**src/rtl/xcvr_mode_ctrl.sv**
```systemverilog
module xcvr_mode_ctrl #(
  parameter int HOLD_CYCLES = 1750,
  parameter int SYNC_STAGES = 2
) (
  input  logic       clk,
  input  logic       rst_n,
  input  logic       stb_i,
  input  logic       en_i,
  input  logic       uv_supply_i,
  input  logic       uv_batt_i,
  input  logic       pwrup_i,
  input  logic       wake_i,
  output logic [5:0] mode_o,
  output logic       inh_en_o,
  output logic       tx_en_o,
  output logic       rx_en_o,
  output logic       split_en_o,
  output logic       pwrup_clr_o,
  output logic       uv_clr_o
);
  localparam int PWR = 0, NRM = 1, RXO = 2, SBY = 3, GTS = 4, SLP = 5;
  localparam int CW  = $clog2(HOLD_CYCLES + 1);
  localparam logic [CW-1:0] LAST = CW'(HOLD_CYCLES - 1);

  logic [SYNC_STAGES-1:0] stb_sh, en_sh;
  logic                   stb_s, en_s;
  logic [5:0]             st_q, st_d;
  logic [CW-1:0]          cnt_q;
  logic                   was_nrm_q;
  logic                   uv_eff, evt;

  always_ff @(posedge clk or negedge rst_n) begin
    if (!rst_n) begin
      stb_sh <= '0;
      en_sh  <= '0;
    end else begin
      stb_sh <= {stb_sh[SYNC_STAGES-2:0], stb_i};
      en_sh  <= {en_sh[SYNC_STAGES-2:0], en_i};
    end
  end

  assign stb_s  = stb_sh[SYNC_STAGES-1];
  assign en_s   = en_sh[SYNC_STAGES-1];
  assign uv_eff = uv_supply_i & ~pwrup_i;
  assign evt    = wake_i | pwrup_i;

  always_comb begin
    st_d = '0;
    if (uv_batt_i)                          st_d[SBY] = 1'b1;
    else if (uv_eff)                        st_d[SLP] = 1'b1;
    else if (st_q[SLP] && !wake_i && !stb_s) st_d[SLP] = 1'b1;
    else if (stb_s)                         st_d[en_s ? NRM : RXO] = 1'b1;
    else if (!en_s || evt)                  st_d[SBY] = 1'b1;
    else if (st_q[GTS] && cnt_q == LAST)    st_d[SLP] = 1'b1;
    else                                    st_d[GTS] = 1'b1;
  end

  always_ff @(posedge clk or negedge rst_n) begin
    if (!rst_n) begin
      st_q      <= 6'b000001;
      cnt_q     <= '0;
      was_nrm_q <= 1'b0;
    end else begin
      st_q      <= st_d;
      cnt_q     <= (st_q[GTS] && st_d[GTS]) ? cnt_q + 1'b1 : '0;
      was_nrm_q <= st_q[NRM];
    end
  end

  assign mode_o      = st_q;
  assign inh_en_o    = ~st_q[SLP];
  assign tx_en_o     = st_q[NRM];
  assign rx_en_o     = st_q[NRM] | st_q[RXO];
  assign split_en_o  = st_q[NRM] | st_q[RXO];
  assign pwrup_clr_o = st_q[NRM] & ~was_nrm_q;
  assign uv_clr_o    = uv_supply_i & pwrup_i;


  onehot_mode_chk: assert property (@(posedge clk) disable iff (!rst_n)
    $countones(mode_o) == 1);

  tx_implies_path_chk: assert property (@(posedge clk) disable iff (!rst_n)
    tx_en_o |-> (rx_en_o && split_en_o && inh_en_o));

  batt_uv_standby_chk: assert property (@(posedge clk) disable iff (!rst_n)
    uv_batt_i |=> mode_o[SBY]);

  supply_uv_sleep_chk: assert property (@(posedge clk) disable iff (!rst_n)
    (uv_supply_i && !pwrup_i && !uv_batt_i) |=> mode_o[SLP]);

  gts_abort_chk: assert property (@(posedge clk) disable iff (!rst_n)
    (mode_o[GTS] && evt && !uv_batt_i && !uv_eff && !stb_s) |=> mode_o[SBY]);

  sleep_hold_chk: assert property (@(posedge clk) disable iff (!rst_n)
    (mode_o[SLP] && !wake_i && !stb_s && !uv_batt_i) |=> mode_o[SLP]);

  sleep_entry_chk: assert property (@(posedge clk) disable iff (!rst_n)
    $rose(mode_o[SLP]) |-> ($past(mode_o[GTS]) || $past(uv_eff)));

  pwrup_clr_pulse_chk: assert property (@(posedge clk) disable iff (!rst_n)
    pwrup_clr_o |=> !pwrup_clr_o);
endmodule

```
**config.mk**
```make
export PLATFORM = sky130hd
export DESIGN_NAME = xcvr_mode_ctrl
export DESIGN_NICKNAME = d
export VERILOG_FILES = /design/src/rtl/xcvr_mode_ctrl.sv
export SDC_FILE = /design/constraint.sdc
export NUM_CORES = 1
export LEC_CHECK = 0
export BUFFER_PORTS_ARGS = -buffer_cell sky130_fd_sc_hd__buf_2
export CORE_AREA = 2 2 51 53
export CTS_CLUSTER_DIAMETER = 30
export DETAILED_ROUTE_END_ITERATION = 8
export DIE_AREA = 0 0 53 55
export GPL_TIMING_DRIVEN = 0
export PLACE_DENSITY = 0.67
export SKIP_CTS_REPAIR_TIMING = 1
export SYNTH_ARGS = -nofsm -noshare
export SYNTH_HDL_FRONTEND = slang
export SYNTH_SLANG_ARGS = --single-unit
```
**constraint.sdc**
```tcl
create_clock -name clk -period 1.4 [get_ports clk]
set_input_delay 0.07 -clock clk [delete_from_list [all_inputs] [get_ports clk]]
set_output_delay 0.07 -clock clk [all_outputs]
set_load 0.02 [all_outputs]
```
### Word level (Yosys, flattened, before mapping)

Cells that the tools add are included.

| word-level totals | value |
|---|---|
| flip-flop bits (word level) | 22 |
| latch bits | 0 |
| bits in writable memories | 0 |
| memories | 0 |
| logic and storage cells | 43 |
| ROM bits | 0 |

| operators by class | value |
|---|---|
| $add $sub $neg | 1 |
| $mul | 0 |
| divide/modulo/power cells | 0 |
| bitwise operators | 8 |
| mux-type cells | 17 |
| shifts and indexed selects | 0 |
| equality and inequality tests | 1 |
| $lt $le $gt $ge | 2 |
| reduce and logical (&&, ||, !) cells | 9 |

Operator list:

| cell | count |
|---|---|
| adder 11 x 1 -> 11 bit (second input constant) | 1 |
| equality test 11 bit (second input constant) | 1 |
| 2-to-1 mux 11 bit | 1 |
| 2-to-1 mux 5 bit | 2 |
| 2-to-1 mux 3 bit | 3 |
| 2-to-1 mux 1 bit | 7 |
| 2-to-1 mux 2 bit | 3 |
| logical AND 1 bit | 5 |
| < comparator 2 x 4 -> 1 bit (second input constant) | 1 |
| AND 1 bit | 3 |
| demux 1 bit (select 3 bit) | 1 |
| zero test 1 bit | 3 |
| inverter 1 bit | 3 |
| >= comparator 2 x 1 -> 1 bit (second input constant) | 1 |
| bitwise OR 1 bit | 2 |
| logical OR 1 bit | 1 |

### Longest topological paths before layout

Gate-level depths: netlist (run 1).

| depth | value |
|---|---|
| depth in word-level cells | 11 |
| depth in mapped cells | 6 |
| depth with buffers taken out | 5 |

### Worst setup path after synthesis (run 1)

No wires, ideal clock.

| timing | value |
|---|---|
| path kind | flip-flop to flip-flop |
| start | reg cnt_q[0] |
| end | reg cnt_q[8] |
| stages on the path, launching flop included | 5 |
| path slack | -0.069 ns |
| arrival time | 1.375 ns |
| path buffers | 0 |
| required time | 1.306 ns |
| period minus slack after synthesis | 1.469 ns |
| cell sequence | dfrtp_1 -> ha_1 -> inv_1 -> or4_1 -> a211oi_1 |

| on the way | value |
|---|---|
| longest elaborated chain between the ends | 10 |
| elaborated cells between the ends (all ways) | 11 |
| those cells by class | add/sub (1); eq/ne (1); mux (7); reduce/logical (2) |

RTL lines:

| item | line | text |
|---|---|---|
| start: declaration | 28 | `logic [CW-1:0] cnt_q;` |
| start signal: assignment | 65 | `cnt_q <= (st_q[GTS] && st_d[GTS]) ? cnt_q + 1'b1 : '0;` |
| equality test 11 bit | 54 | `else if (st_q[GTS] && cnt_q == LAST) st_d[SLP] = 1'b1;` |
| logical AND 1 bit | 54 |  |
| 2-to-1 mux 1 bit | 54 |  |
| 2-to-1 mux 2 bit | 53 | `else if (!en_s \|\| evt) st_d[SBY] = 1'b1;` |
| 2-to-1 mux 3 bit | 52 | `else if (stb_s) st_d[en_s ? NRM : RXO] = 1'b1;` |
| 2-to-1 mux 5 bit | 51 | `else if (st_q[SLP] && !wake_i && !stb_s) st_d[SLP] = 1'b1;` |
| 2-to-1 mux 5 bit | 50 | `else if (uv_eff) st_d[SLP] = 1'b1;` |
| 2-to-1 mux 2 bit | 49 | `if (uv_batt_i) st_d[SBY] = 1'b1;` |
| logical AND 1 bit | 65 |  |
| 2-to-1 mux 11 bit (*) | 65 |  |

Mark *: on every way between the ends. The rest lies on a longest branch, timed or not.

### Worst setup path in the final report (run 1)

| timing | value |
|---|---|
| start | reg cnt_q[0] |
| end | reg cnt_q[0] |

Same word-level chain as after synthesis.

==> results.cfg, run 1 <==
[logic_synthesis]
yosysWarningCount = 0
postSynthCellCount = 89
synth_cell_types = 31
syn_area_per_cell_um2 = 11.40
netlist_area_um2 = 1015
ys_seq_area_share_pct = 54.38
ys_ff_latch = 22
postSynthNetCount = 99

[clock_tree]
cts_max_level = 1
cts_tree = yes
path_clk_slew_ns = 0.12
cts_buffers = 3
cts_buffer_depth = 2
cts_root_buffer = clkbuf_4
clock-sinks = 22
clkLatencyLatePin_ns = 0.32

[critical_path]
worst-path-max-fanout = 5
critical_path_required_ns = 1.62
startpoint_type = register
crit_type = reg2reg
arrival_ns = 1.67
path_cells = buf_6, ha_4, nand4bb_4, nor3_4, buf_4, nor3_1
cp_slowest_cell = dfrtp_2
end_kind = register
max_stage_delay_ns = 0.45

[placed_design]
portBuffers = 19
dp_hpwl_mm = 1.379
dp_slack_ns = -0.08820
gp_congestion = 0.7943

[run]
drv_cap = 0

[sta]
fin_setup_tns_ns = -0.4481
finClkSkew_ns = 0.003625
rsz0062_at_grt = true
post-route-period-util_pct = 103.4
timing.hold.ws_ns = -0.02148
maxSlewViolCount = 0
max_freq_mhz = 690.8
setup_viol = 11
worst_slack_ns = -0.04762
finalHoldViolCount = 1
min_period_ns = 1.448

[cells_and_area]
diodes = 0
nFillCells = 203
final_common_cell = buf_2
final_cell_mix = buf_2 (19), dfrtp_1 (14), buf_4 (9), dfrtp_2 (7)
nNetsFinal = 135
drive_gt1_share_pct = 50.00
syn_to_final_growth_pct = 38.59

[routing]
first_pass_iters = 3
drt_iter0_drc = 11
vias_per_cell = 5.279
remaining_drc_errors = 0
route.vias.total = 813
antenna_left = 0
routedWlPerCell_um = 14.21
routed_wl_mm = 2.188

[floorplanning]
die_width_um = 53
fp.dieArea_um2 = 2915
die_h_um = 55
core_area_um2 = 2365
rows = 18
io_pins = 20
start_util_pct = 42.91

[outcome]
status = finished, violations left
violations = negative hold slack, negative setup slack

[pwr]
irDropWorstVdd_mv = 0.7465
power_density_nw_per_um2 = 885.9
leakagePower_uw = 0.0006087

[global_route]
grt_max_degree = 23
grt_pass1_vias = 736
antenna_found_initial = 0
grt-ovfl-total = 0
grt_pass1_wl_mm = 3.029
grt_usage_pct = 14.62

[worst_hold_path]
hold_path_class = in2reg
report_power, final:
group	leakage, µW	switching, µW	total (µW)	internal, µW
Clock	0.0000279	207	497	290
Sequential	0.000278	6.03	656	650
Combinational	0.000302	54.1	92.9	38.8
worst paths after layout:
| kind | cells after the start | start | end | slack [ns] |
|---|---|---|---|---|
| setup / recovery | 6 | cnt_q[0] | cnt_q[0] | -0.05 |
| hold / removal | 3 | uv_batt_i | mode_o[3] | -0.02 |
| setup reg to reg | 6 | cnt_q[0] | cnt_q[0] | -0.05 |
| hold reg to reg | 0 | en_sh[0] | en_sh[1] | 0.37 |
| max in group asynchronous | 2 | rst_n | cnt_q[7] | 0.81 |
| min in group asynchronous | 2 | rst_n | cnt_q[5] | 0.24 |
cells in the mapped netlist:
cell	n	share of area [%]
and2_1	1	0.62
or3_2	1	0.74
nor4b_1	1	0.86
conb_1	1	0.37
nand4_4	1	2.1
clkbuf_8	2	2.7
nand2b_1	1	0.62
or2_2	1	0.62
or4_1	4	3.0
nand4b_1	1	0.86
inv_1	5	1.8
nand3_1	6	3.0
nand4bb_1	1	1.1
nand2_1	4	1.5
dfrtp_1	21	52
nor2_1	1	0.37
o31ai_1	5	3.7
dfstp_2	1	2.6
o21ai_0	2	0.99
or3_1	1	0.62
nor3b_1	2	1.5
xnor2_1	1	0.86
ha_1	2	2.5
or2b_2	1	0.86
nor3_1	8	3.9
o211a_1	1	0.99
buf_4	2	1.5
xor2_1	2	1.7
a211oi_1	6	4.4
nor2b_1	1	0.62
nand4_1	2	1.2
metrics by stage:
| stage | instance area [µm²] | total power [µW] | util, % | cells | hold WS [ns] |
|---|---|---|---|---|---|
| after global routing | 1406 | 1280 | 59.47 | 154 | -0.003354 |
| after CTS | 1202 | 1236 | 50.85 | 142 | -0.2922 |
| after floorplan | 1017 | 709.2 | - | 89 | -0.2256 |
| final | 1406 | 1246 | 59.47 | 154 | -0.02148 |
| after global placement | 1150 | 749.0 | 48.62 | 138 | 0.05523 |
| after detailed placement | 1150 | 751.0 | 48.62 | 138 | 0.05607 |
per-layer routing:
metal | GRT usage, % | share of wire, % | wire, µm | vias to the layer above
met5 | 0 | 0 | 0 | -
met4 | 8.974 | 2.2 | 48 | 0
met3 | 1.613 | 1.8 | 39 | 4
met2 | 25.00 | 52 | 1134 | 9
met1 | 17.88 | 44 | 966 | 401
li1 | - | - | - | 399
registers in the layout (all words and copies together) (netlist names):
signal / count
en_sh: 2
cnt_q: 11
stb_sh: 2
mode_o: 6
was_nrm_q: 1
layout make-up:
cell class	instances	area [µm²]	area share [%]
Clock buffer	3	22.52	1.601
Sequential cell	22	560.5	39.86
Buffer	4	42.54	3.025
Multi-Input combinational cell	58	495.5	35.23
Tap cell	30	37.54	2.669
Timing Repair Buffer	31	198.9	14.15
Clock inverter	1	30.03	2.135
Inverter	5	18.77	1.335
kinds of logic (layout without fill, tap and decap cells):
| family | count (synthesis) | in the layout | share of synthesized area (%) |
|---|---|---|---|
| AOI/OAI and AO/OA | 14 | 14 | 10.11 |
| xor gates and xnor gates | 3 | 3 | 2.590 |
| adders and majority gates | 2 | 2 | 2.466 |
| buffers and inverters | 9 | 44 | 6.042 |
| DFF | 22 | 22 | 54.38 |
| other | 1 | 1 | 0.3696 |
| and+or+nand+nor | 38 | 38 | 24.05 |
critical path, delay by kind of cell, from the launching register on:
kind,cells,cell delay [ns]
flops,1,0.45
simple gates,3,0.45
buf+inv,2,0.32
fa+ha+maj,1,0.12
(Power assumes the default switching activity.)
==> run 2: changes to the inputs <==
--- a/config.mk
+++ b/config.mk
@@ -6,12 +6,13 @@
 export NUM_CORES = 1
 export LEC_CHECK = 0
 export BUFFER_PORTS_ARGS = -buffer_cell sky130_fd_sc_hd__buf_2
-export CORE_AREA = 2 2 51 53
+export CORE_AREA = 4 4 53 55
 export CTS_CLUSTER_DIAMETER = 30
 export DETAILED_ROUTE_END_ITERATION = 8
-export DIE_AREA = 0 0 53 55
+export DIE_AREA = 0 0 57 59
 export GPL_TIMING_DRIVEN = 0
 export PLACE_DENSITY = 0.67
+export RECOVER_POWER = 25
 export SKIP_CTS_REPAIR_TIMING = 1
 export SYNTH_ARGS = -nofsm -noshare
 export SYNTH_HDL_FRONTEND = slang
==> run 2 against run 1 <==
Against the previous run:
- the flow finishes with violations (negative setup slack)
- register-to-register slack lost 0.06 ns
- utilization grew 4.4 points
- via count grew 5.8%
- clock power shrank 4.0%
- cell count grew 5.2%
- non-clock buffer count grew 8
- final area grew 8.5%
- total power shrank 1.3%
- largest cell class unchanged
==> results.cfg, run 2 (same netlist as run 1, synthesis figures left out) <==
[floorplanning]
start_util_pct = 42.51
core_area_um2 = 2387
die_h_um = 59
fp.dieArea_um2 = 3363
rows = 18
io_pins = 20
die_width_um = 57

[global_route]
grt_max_degree = 23
antenna_found_initial = 0
grt-ovfl-total = 0
grt_pass1_vias = 817
grt_pass1_wl_mm = 3.429
grt_usage_pct = 13.05

[cells_and_area]
top_register = cnt_q
final_area_um2 = 1525
syn_to_final_growth_pct = 50.31
largest_reg_flops = 11
drive_gt1_share_pct = 53.03
diodes = 0
final_cell_mix = buf_2 (17), dfrtp_1 (15), buf_4 (13), nand3_1 (6), dfrtp_2 (6)
ff_latch_area_um2 = 559.3
nFillCells = 186
multiInputGateArea_um2 = 526.8
utilization_pct = 63.89
final_common_cell = buf_2
nNetsFinal = 143

[routing]
antenna_left = 0
remaining_drc_errors = 0
first_pass_iters = 4
route.vias.total = 860
routed_wl_mm = 2.506
vias_per_cell = 5.309
routedWlPerCell_um = 15.47
drt_iter0_drc = 23

[critical_path]
startpoint_type = register
crit_type = reg2reg
arrival_ns = 1.70
critical_path_required_ns = 1.59
worst-path-max-fanout = 5
end_kind = register

[pwr]
total_power_uw = 1230
swShare_pct = 20.35
p_int_uw = 979.8
p_sw_uw = 250.4
irDropWorstVdd_mv = 0.6055
power_density_nw_per_um2 = 806.5
power.clock.fraction_pct = 38.7
leakagePower_uw = 0.0006773
pwr-share-seq_pct = 53.3
combPwrFrac_pct = 8.0

[sta]
finalHoldViolCount = 0
worst_slack_ns = -0.1100
post-route-period-util_pct = 107.9
fin_setup_tns_ns = -0.8742
finClkSkew_ns = 0.0008402
maxSlewViolCount = 0
max_freq_mhz = 662.3
min_period_ns = 1.510
setup_viol = 12
relSlewSlack_pct = 63.98
rsz0062_at_grt = true
worst_slew_pin_slew_ns = 0.5404

[clock_tree]
cts_buffers = 3
path_clk_slew_ns = 0.12
cts_root_buffer = clkbuf_4
cts_max_level = 1
cts_buffer_depth = 2
cts_tree = yes
clock-sinks = 22
clkLatencyLatePin_ns = 0.30

[placed_design]
dp_hpwl_mm = 1.517
gp_congestion = 0.7770
dp_slack_ns = -0.1344
placed_cell_area_um2 = 1150
portBuffers = 19

[worst_hold_path]
hold_path_class = in2reg

[outcome]
violations = negative setup slack
status = finished, violations left

[run]
drv_cap = 0
[run 2: changes by cell type in the layout (fill, tap and decap cells not counted), moves of 2 or more]
cell      change
nor3_1        -3
buf_4         +4
buf_2         -2
clkbuf_1      +2
nor3_2        +3
[run 2: final timing paths]
path | end | cells past startpoint | from | slack [ns]
min in group asynchronous | mode_o[5] | 2 | rst_n | 0.27
worst min-delay path | mode_o[4] | 4 | wake_i | 0.05
worst min register to register | stb_sh[1] | 0 | stb_sh[0] | 0.36
max in group asynchronous | cnt_q[1] | 2 | rst_n | 0.74
worst max-delay path | cnt_q[8] | 5 | cnt_q[5] | -0.11
worst max register to register | cnt_q[8] | 5 | cnt_q[5] | -0.11
[run 2: area by class of cell]
class                      instances  share of cell area [%]
buffer                             4                   2.871
clock buffer                       3                   1.477
clock inverter                     1                   1.969
inverter                           5                   1.231
multi-input combinational         58                   34.54
sequential                        22                   36.67
tap                               30                   2.461
timing repair buffer              39                   18.79
[run 2: metal layers]
layer  GRT usage [%]  share of wire, %  up-vias
met5               0                 0        -
met4           5.629               1.4        0
met3           1.525               2.7        4
met2           24.80                54       17
met1           14.64                42      427
li1                -                 -      412
[run 2: power groups by stage]
stage	clock, µW	combinational, µW	sequential [µW]
2_1_floorplan	0	32.1	677
3_3_place_gp	0	81.5	668
3_5_place_dp	0	83.1	669
4_1_cts	483	83.3	657
5_1_grt	525	108	658
6_report	477	97.8	656
[run 2: per-stage QoR]
stage	hold slack, ns	std cells
floorplan	-0.2256	89
global placement	0.05276	138
detailed placement	0.05271	138
CTS	-0.2852	142
global route	0.06152	162
finish	0.05439	162
[run 2: critical path, stage by stage (launching register included)]
cell and delay (ns):
dfrtp_1 0.44, buf_6 0.13, nand4b_1 0.26, nor3_4 0.31
clkbuf_16 0.22, a211oi_2 0.04
==> run 3: changes to the inputs <==
--- a/config.mk
+++ b/config.mk
@@ -11,6 +11,7 @@
 export DETAILED_ROUTE_END_ITERATION = 8
 export DIE_AREA = 0 0 57 59
 export GPL_TIMING_DRIVEN = 0
+export HOLD_SLACK_MARGIN = 0.08
 export PLACE_DENSITY = 0.67
 export RECOVER_POWER = 25
 export SKIP_CTS_REPAIR_TIMING = 1
==> run 3 against run 2 <==
Against the previous run:
- the flow still finishes with violations (negative setup slack)
- cell count did not move
- critical path depth did not move
- clock skew rose by 0.00061 ns
- global-route usage did not move
- worst setup slack got worse by 0.012 ns
- fmax fell by 0.82%
- combinational power barely moved
- critical endpoint unchanged
- largest cell class unchanged
- highest routed layer is now met3
==> results.cfg, run 3 (same netlist as run 1, synthesis figures left out) <==
[outcome]
status = finished, violations left
violations = negative setup slack

[floorplanning]
io_pins = 20
core_area_um2 = 2387
fp.dieArea_um2 = 3363
die_width_um = 57
die_h_um = 59
start_util_pct = 42.51
rows = 18

[run]
drv_cap = 0

[routing]
vias_per_cell = 5.346
drt_iter0_drc = 27
antenna_left = 0
routed_wl_mm = 2.521
route.vias.total = 866
remaining_drc_errors = 0
routedWlPerCell_um = 15.56
first_pass_iters = 4

[critical_path]
crit_family = simple AND/OR/NAND/NOR gates
reg2reg_slack_ns = -0.12
arrival_ns = 1.71
path_cells = buf_6, nand4b_1, nor3_4, clkbuf_16, a211oi_2
max_stage_delay_ns = 0.44
endpoint = cnt_q[8]
critical_path_required_ns = 1.59
timing.rr.end = cnt_q[8]
reg2reg_from = cnt_q[5]
end_kind = register
worst-path-max-fanout = 5
crit_type = reg2reg
worstSetupStartpoint = cnt_q[5]
cp_num_cells = 5
r2r_cells = 5
startpoint_type = register
cp_slowest_cell = dfrtp_1
critical_path_buf_inv_count = 2

[global_route]
grt-ovfl-total = 0
grt_max_degree = 23
grt_usage_pct = 13.05
antenna_found_initial = 0
grt_pass1_wl_mm = 3.429
grt_pass1_vias = 817

[cells_and_area]
drive_gt1_share_pct = 53.79
diodes = 0
layout.cells.non_filler = 162
largest_reg_flops = 11
syn_to_final_growth_pct = 50.43
nNetsFinal = 143
top_register = cnt_q
final_common_cell = buf_2
final_cell_mix = buf_2 (18), dfrtp_1 (15), buf_4 (13), nand3_1 (6), dfrtp_2 (6)

[sta]
max_freq_mhz = 656.8
min_period_ns = 1.522
setup_viol = 12
post-route-period-util_pct = 108.7
fin_setup_tns_ns = -1.015
relSlewSlack_pct = 64.22
rsz0062_at_grt = true
worst_slew_pin_slew_ns = 0.5367
finalHoldViolCount = 0
worst_slack_ns = -0.1224
maxSlewViolCount = 0
finClkSkew_ns = 0.001454

[pwr]
p_int_uw = 980.2
power.clock.fraction_pct = 38.8
pwr-share-seq_pct = 53.2
irDropWorstVdd_mv = 0.6056
p_sw_uw = 252.5
swShare_pct = 20.48
power_density_nw_per_um2 = 807.5
leakagePower_uw = 0.0006809
combPwrFrac_pct = 8.0

[clock_tree]
cts_buffers = 3
cts_max_level = 1
cts_buffer_depth = 2
cts_tree = yes
path_clk_slew_ns = 0.12
clkLatencyLatePin_ns = 0.30
cts_root_buffer = clkbuf_4
clock-sinks = 22

[worst_hold_path]
hold_path_class = in2reg
holdPathStages = 4

[placed_design]
dp_slack_ns = -0.1344
dp.cells = 138
portBuffers = 19
gp_congestion = 0.7770
dp_hpwl_mm = 1.517
[run 3: how the worst min path moves through the flow]
stage / slack [ns] / start / end
2_1_floorplan: -0.23 / rst_n / cnt_q[0]
3_3_place_gp: 0.05 / rst_n / en_sh[0]
3_5_place_dp: 0.05 / rst_n / stb_sh[0]
4_1_cts: -0.29 / rst_n / stb_sh[0]
5_1_grt: 0.05 / uv_batt_i / mode_o[4]
6_report: 0.04 / uv_batt_i / mode_o[4]
[run 3: cell type report]
cell class	instances	area, µm²
repair buffers	39	287.8
flip-flops and latches	22	559.3
multi-input cells	58	526.8
fillers	190	860.8
clock buffers	3	22.52
inverters	5	18.77
well taps	30	37.54
plain buffers	4	43.79
clock inverters	1	30.03
[run 3: power by group through the flow]
stage,sequential [µW],clock (µW),combinational [µW]
final,656,479,98.0
after global routing,658,525,109
after CTS,657,483,83.3
after detailed placement,669,0,83.1
after global placement,668,0,81.5
after floorplan,677,0,32.1
[run 3: per-layer routing]
metal	vias up	global-route usage [%]	routed length (µm)
li1	412	-	-
met1	439	14.64	1076
met3	0	1.525	68
met2	15	24.80	1376
met4	0	5.629	0
met5	-	0	0
[run 3: worst register-to-register path, cell delays in order (launching register included)]
cell	delay, ns
dfrtp_1	0.44
buf_6	0.13
nand4b_1	0.26
nor3_4	0.31
clkbuf_16	0.22
a211oi_2	0.04
[run 3: stage by stage]
step	hold WS, ns	total power, µW	area (µm²)	utilization [%]
2_1_floorplan	-0.2256	709.2	1017	-
3_3_place_gp	0.05276	749.5	1150	48.17
3_5_place_dp	0.05271	751.9	1150	48.17
4_1_cts	-0.2852	1223	1202	50.37
5_1_grt	0.05444	1291	1526	63.94
6_report	0.04429	1233	1526	63.94
